[src/rtl/rfsh_pkg.sv]
package rfsh_pkg;
  localparam int ROW_W = 7;
  localparam int R_W   = ROW_W + 1;
  localparam int I_W   = 8;
  localparam int ADDR_W = I_W + ROW_W;
  typedef logic [R_W-1:0]   r_t;
  typedef logic [ROW_W-1:0] row_t;
endpackage

[src/rtl/rfsh_rst_sync.sv]
module rfsh_rst_sync #(
  parameter int STAGES = 2
) (
  input  logic clk,
  input  logic rst_n,
  output logic rst_sync_n
);
  logic [STAGES-1:0] sync_q;

  always_ff @(posedge clk or negedge rst_n) begin
    if (!rst_n) sync_q <= '0;
    else        sync_q <= {sync_q[STAGES-2:0], 1'b1};
  end

  assign rst_sync_n = sync_q[STAGES-1];
endmodule

[src/rtl/rfsh_step.sv]
module rfsh_step
  import rfsh_pkg::*;
(
  input  r_t   r_cur,
  input  logic fetch_stb,
  input  logic rpt_stb,
  input  logic load_en,
  input  r_t   load_data,
  output r_t   r_next,
  output logic r_en
);
  row_t inc;

  always_comb begin
    inc = row_t'({1'b0, rpt_stb, fetch_stb});
    r_en = load_en | fetch_stb | rpt_stb;
    if (load_en) r_next = load_data;
    else         r_next = {r_cur[R_W-1], r_cur[ROW_W-1:0] + inc};
  end
endmodule

[src/rtl/rfsh_reg.sv]
module rfsh_reg
  import rfsh_pkg::*;
(
  input  logic clk,
  input  logic rst_sync_n,
  input  logic r_en,
  input  r_t   r_next,
  input  logic fetch_stb,
  input  logic rpt_stb,
  input  logic load_en,
  input  r_t   load_data,
  output r_t   r_q
);
  always_ff @(posedge clk or negedge rst_sync_n) begin
    if (!rst_sync_n)  r_q <= '0;
    else if (r_en)    r_q <= r_next;
  end


  msb_hold_chk: assert property (@(posedge clk) disable iff (!rst_sync_n)
    !load_en |=> $stable(r_q[R_W-1]));

  load_prio_chk: assert property (@(posedge clk) disable iff (!rst_sync_n)
    load_en |=> r_q == $past(load_data));

  fetch_inc_chk: assert property (@(posedge clk) disable iff (!rst_sync_n)
    (fetch_stb && !rpt_stb && !load_en) |=>
      r_q[ROW_W-1:0] == row_t'($past(r_q[ROW_W-1:0]) + row_t'(1)));

  rpt_inc_chk: assert property (@(posedge clk) disable iff (!rst_sync_n)
    (rpt_stb && !fetch_stb && !load_en) |=>
      r_q[ROW_W-1:0] == row_t'($past(r_q[ROW_W-1:0]) + row_t'(2)));

  idle_hold_chk: assert property (@(posedge clk) disable iff (!rst_sync_n)
    (!rpt_stb && !fetch_stb && !load_en) |=> $stable(r_q));
endmodule

[src/rtl/rfsh_counter.sv]
module rfsh_counter
  import rfsh_pkg::*;
(
  input  logic              clk,
  input  logic              rst_n,
  input  logic              fetch_stb,
  input  logic              rpt_stb,
  input  logic              load_en,
  input  logic [R_W-1:0]    load_data,
  input  logic              rfsh_phase,
  input  logic [I_W-1:0]    i_val,
  output logic [R_W-1:0]    r_val,
  output logic [ADDR_W-1:0] rfsh_addr
);
  logic rst_sync_n;
  r_t   r_q, r_next;
  logic r_en;

  rfsh_rst_sync #(.STAGES(2)) u_sync (
    .clk(clk), .rst_n(rst_n), .rst_sync_n(rst_sync_n));

  rfsh_step u_step (
    .r_cur(r_q), .fetch_stb(fetch_stb), .rpt_stb(rpt_stb),
    .load_en(load_en), .load_data(load_data),
    .r_next(r_next), .r_en(r_en));

  rfsh_reg u_reg (
    .clk(clk), .rst_sync_n(rst_sync_n), .r_en(r_en), .r_next(r_next),
    .fetch_stb(fetch_stb), .rpt_stb(rpt_stb), .load_en(load_en),
    .load_data(load_data), .r_q(r_q));

  assign r_val     = r_q;
  assign rfsh_addr = rfsh_phase ? {i_val, r_q[ROW_W-1:0]} : '0;


  rfsh_row_chk: assert property (@(posedge clk) disable iff (!rst_sync_n)
    rfsh_phase |-> rfsh_addr[ROW_W-1:0] == r_val[ROW_W-1:0]);
endmodule

[config.mk]
export PLATFORM = sky130hd
export DESIGN_NAME = rfsh_counter
export DESIGN_NICKNAME = d
export VERILOG_FILES = /design/src/rtl/rfsh_pkg.sv /design/src/rtl/rfsh_rst_sync.sv /design/src/rtl/rfsh_step.sv /design/src/rtl/rfsh_reg.sv /design/src/rtl/rfsh_counter.sv
export SDC_FILE = /design/constraint.sdc
export NUM_CORES = 1
export LEC_CHECK = 0
export BUFFER_PORTS_ARGS = -buffer_cell sky130_fd_sc_hd__buf_2
export CORE_UTILIZATION = 35
export DETAILED_ROUTE_END_ITERATION = 7
export GPL_TIMING_DRIVEN = 0
export PLACE_DENSITY = 0.73
export SYNTH_ARGS = -nofsm -noshare
export SYNTH_HDL_FRONTEND = slang
export SYNTH_SLANG_ARGS = --single-unit
[constraint.sdc]
create_clock -name clk -period 0.8 [get_ports clk]
set_input_delay 0.24 -clock clk [delete_from_list [all_inputs] [get_ports clk]]
set_output_delay 0.24 -clock clk [all_outputs]
set_load 0.01 [all_outputs]
==> results by group <==
Finish
  – P&R area growth vs syn: 91.6%
  – Post-Layout Cell Count: 148
  – Layout Utilization: 0.755
  – Register area: ~250 µm²
  – Multi-input logic area: about 400 µm²
  – N_diodes: 0
  – Filler cells: 117
  – Layout cells sized above 1: 0.645
  – Fin nets: 150
  – Final Cell Area: roughly 1200 µm²

Critical path
  – Critical path type: flop to flop
  – CP bufs+invs: 1
  – CP Capture Type: flop
  – Critical path data required time: 0.99 ns
  – Crit path max fanout: 2
  – Crit start category: flop
  – Critical-path cell list: ha_4, inv_2, fa_2, or2b_1, or3_1, a31oi_1
  – CP max stage cell: dfrtp_2
  – CP Data Arrival Time: 1.87 ns
  – Family with the most delay on the worst path: simple AND/OR/NAND/NOR gates
  – CP peak stage delay: 0.39 ns

Logic synthesis
  – Post-Syn Area: 628 µm²
  – Avg Inst Size Synth: just over 9 µm²
  – Syn Nets: 93
  – Number of flops mapped to enable cells by yosys: 0
  – Post-synthesis sequential area ratio: 0.398
  – Most instantiated library cell after synthesis: and2_1
  – Top cell type's share of synthesized area: 0.398
  – Yosys warns: 0
  – #FFs+latches synth: 10
  – Area leader, netlist: dfrtp_1
  – Cells after Synth: 68
  – Async SR Flop Fraction: 1.00
  – Distinct cell type count after synthesis: 21
  – Ys flop type: dfrtp_1
  – Ranking of synthesized cells by area: dfrtp_1, and2_1, o21ai_0
  – Synth cell count leaders: and2_1, dfrtp_1, o21ai_0

Clock network
  – Clk_lat worst skew: approximately 0.27 ns
  – CTS tree: yes
  – CTS buffer count: 3
  – Clk sinks: 10
  – Bufs on Longest Clock Path: 2
  – Clock root buffer: clkbuf_4
  – CTS H-tree lvls: 1
  – Clk pin slew, worst setup/hold paths: 0.07 ns

Pwr
  – Pwr Total: roughly 1.8 mW
  – Power Dens Cells: 1510 nW/µm²
  – Worst vdd ir: 0.903 mV
  – Leak Pwr: 0.583 nW

Status
  – Outcome: finished with violations
  – Failing checks: negative setup slack

Floorplanning
  – DIE AREA: 1970 µm²
  – Starting Density: 0.394
  – # rows: 14
  – Die Ht: about 44 µm
  – Num ports: 45
  – Core box area: 1590 µm²
  – Die width: 44.4 µm

Timing
  – RSZ-0062 raised after global routing: true
  – Count of final hold-check violations: 0
  – Part of the cycle the worst path needs: 2.10
  – Period minus WS final: 1.68 ns
  – Final worst slack: -0.880 ns
  – Setup violators final: 30
  – Skew final: 0.00367 ns
  – Max Fclk: approximately 600 MHz
  – Final Max Slew Viols: 0

Route
  – Vias/cell: ~4.8
  – Drt pass-1 iters: 4
  – First DRT Iteration DRCs: 19
  – Wire length per cell: 12.8 µm
  – Antenna Nets Post-Route: 0
  – DRT Wirelength: 1890 µm
  – DRC: 0
  – Via count: between 700 and 800

GRT
  – Gr ovfl total: 0
  – Largest net degree at the start of global routing: 11
  – First-pass GRT wire length: 2850 µm
  – Vias in the first global route: 672
  – Tot GR Track Use: 0.203
  – Initial antenna violation count: 0

Min path
  – Worst hold-check path type: flop to async pin

Placed design
  – Placed instance count: 135
  – Area after DPL: 911 µm²
  – DP Worst Slack: -0.939 ns
  – Dpl hpwl: 1200 µm
  – IO Port Bufs: between 40 and 50
  – Placer Congestion: 0.782

Flow run
  – Max_cap viols: 0
-- layout by cell type, fill, tap and decap left out, drive strengths merged --
cell type	instances
a31oi	3
mux2i	1
or4	2
nor2	4
buf	53
or2b	1
dlygate4sd3	1
o21ai	6
and2	15
conb	1
a21oi	1
or3	3
nand3	2
o211ai	3
dfrtp	10
o2111ai	1
inv	4
ha	2
fa	1
nand2	4
clkbuf	4
mux2	2
-- cells by family (layout without fill, tap and decap cells) --
group / after synthesis / count (layout) / synth area share
buffers and inverters: 6 / 62 / 0.0478
flip-flops: 10 / 10 / 0.398
multiplexers: 3 / 3 / 0.0518
adder cells (fa/ha/maj): 3 / 3 / 0.0717
other: 1 / 1 / 0.00597
AO/OA/AOI/OAI: 14 / 14 / 0.145
AND/OR/NAND/NOR: 31 / 31 / 0.279
-- registers in the layout (all words and copies together), names as in the netlist --
name           cells
u_reg.r_q          8
u_sync.sync_q      2
-- cell type report --
type,count,share of cell area
clock buffer,4,0.0301
buffer,2,0.0218
inverter,4,0.0125
multi-input combinational,52,0.331
timing repair buffer,52,0.369
tap,24,0.0249
sequential,10,0.211
-- stage by stage --
| stage | TNS (ns) | hold WS (ns) |
|---|---|---|
| 2_1_floorplan | -4.33 | -0.0556 |
| 3_3_place_gp | -7.86 | 0.0244 |
| 3_5_place_dp | -8.19 | 0.0257 |
| 4_1_cts | -11.28 | 0.153 |
| 5_1_grt | -12.76 | 0.167 |
| 6_report | -11.63 | 0.140 |
-- power by group --
group          total (mW)  switching, mW  internal [mW]
clock network       0.464          0.187          0.276
registers           0.637         0.0727          0.564
logic               0.720          0.282          0.438
total                1.82          0.542           1.28
-- worst register-to-register path, delay by kind of cell, from the launching register on --
kind	cells	cell delay, ns
AOI/OAI and AO/OA	1	0.16
and+or+nand+nor	2	0.54
adders and majority gates	2	0.48
buffers and inverters	1	0.03
DFF	1	0.39
-- final timing paths --
check | from | to | slack, ns | cells past startpoint
worst max-delay path | u_reg.r_q[0] | u_reg.r_q[6] | -0.88 | 6
worst min register to register | u_sync.sync_q[1] | u_reg.r_q[7] | 0.14 | 0
worst min-delay path | u_sync.sync_q[1] | u_reg.r_q[7] | 0.14 | 0
max in group asynchronous | u_sync.sync_q[1] | u_reg.r_q[2] | 0.38 | 0
min in group clk | load_data[3] | u_reg.r_q[3] | 0.17 | 3
worst max register to register | u_reg.r_q[0] | u_reg.r_q[6] | -0.88 | 6
-- metal layers --
layer / global-route usage / vias up / wire length [µm]
met5: 0 / - / 0
met3: 0.0449 / 2 / 163
li1: - / 344 / -
met1: 0.209 / 327 / 774
met2: 0.394 / 44 / 941
met4: 0.0727 / 0 / 8
-- what timing repair did --
action | 4_1_cts | 5_1_grt
setup endpoints to repair | 30 | 30
pin swaps | 1 | 0
setup buffers | 2 | 5
gates cloned | 1 | 0
hold buffers | 1 | 0
endpoints found under the hold margin | 2 | 0
gates resized for setup | 21 | 16
(Power assumes the default switching activity.)
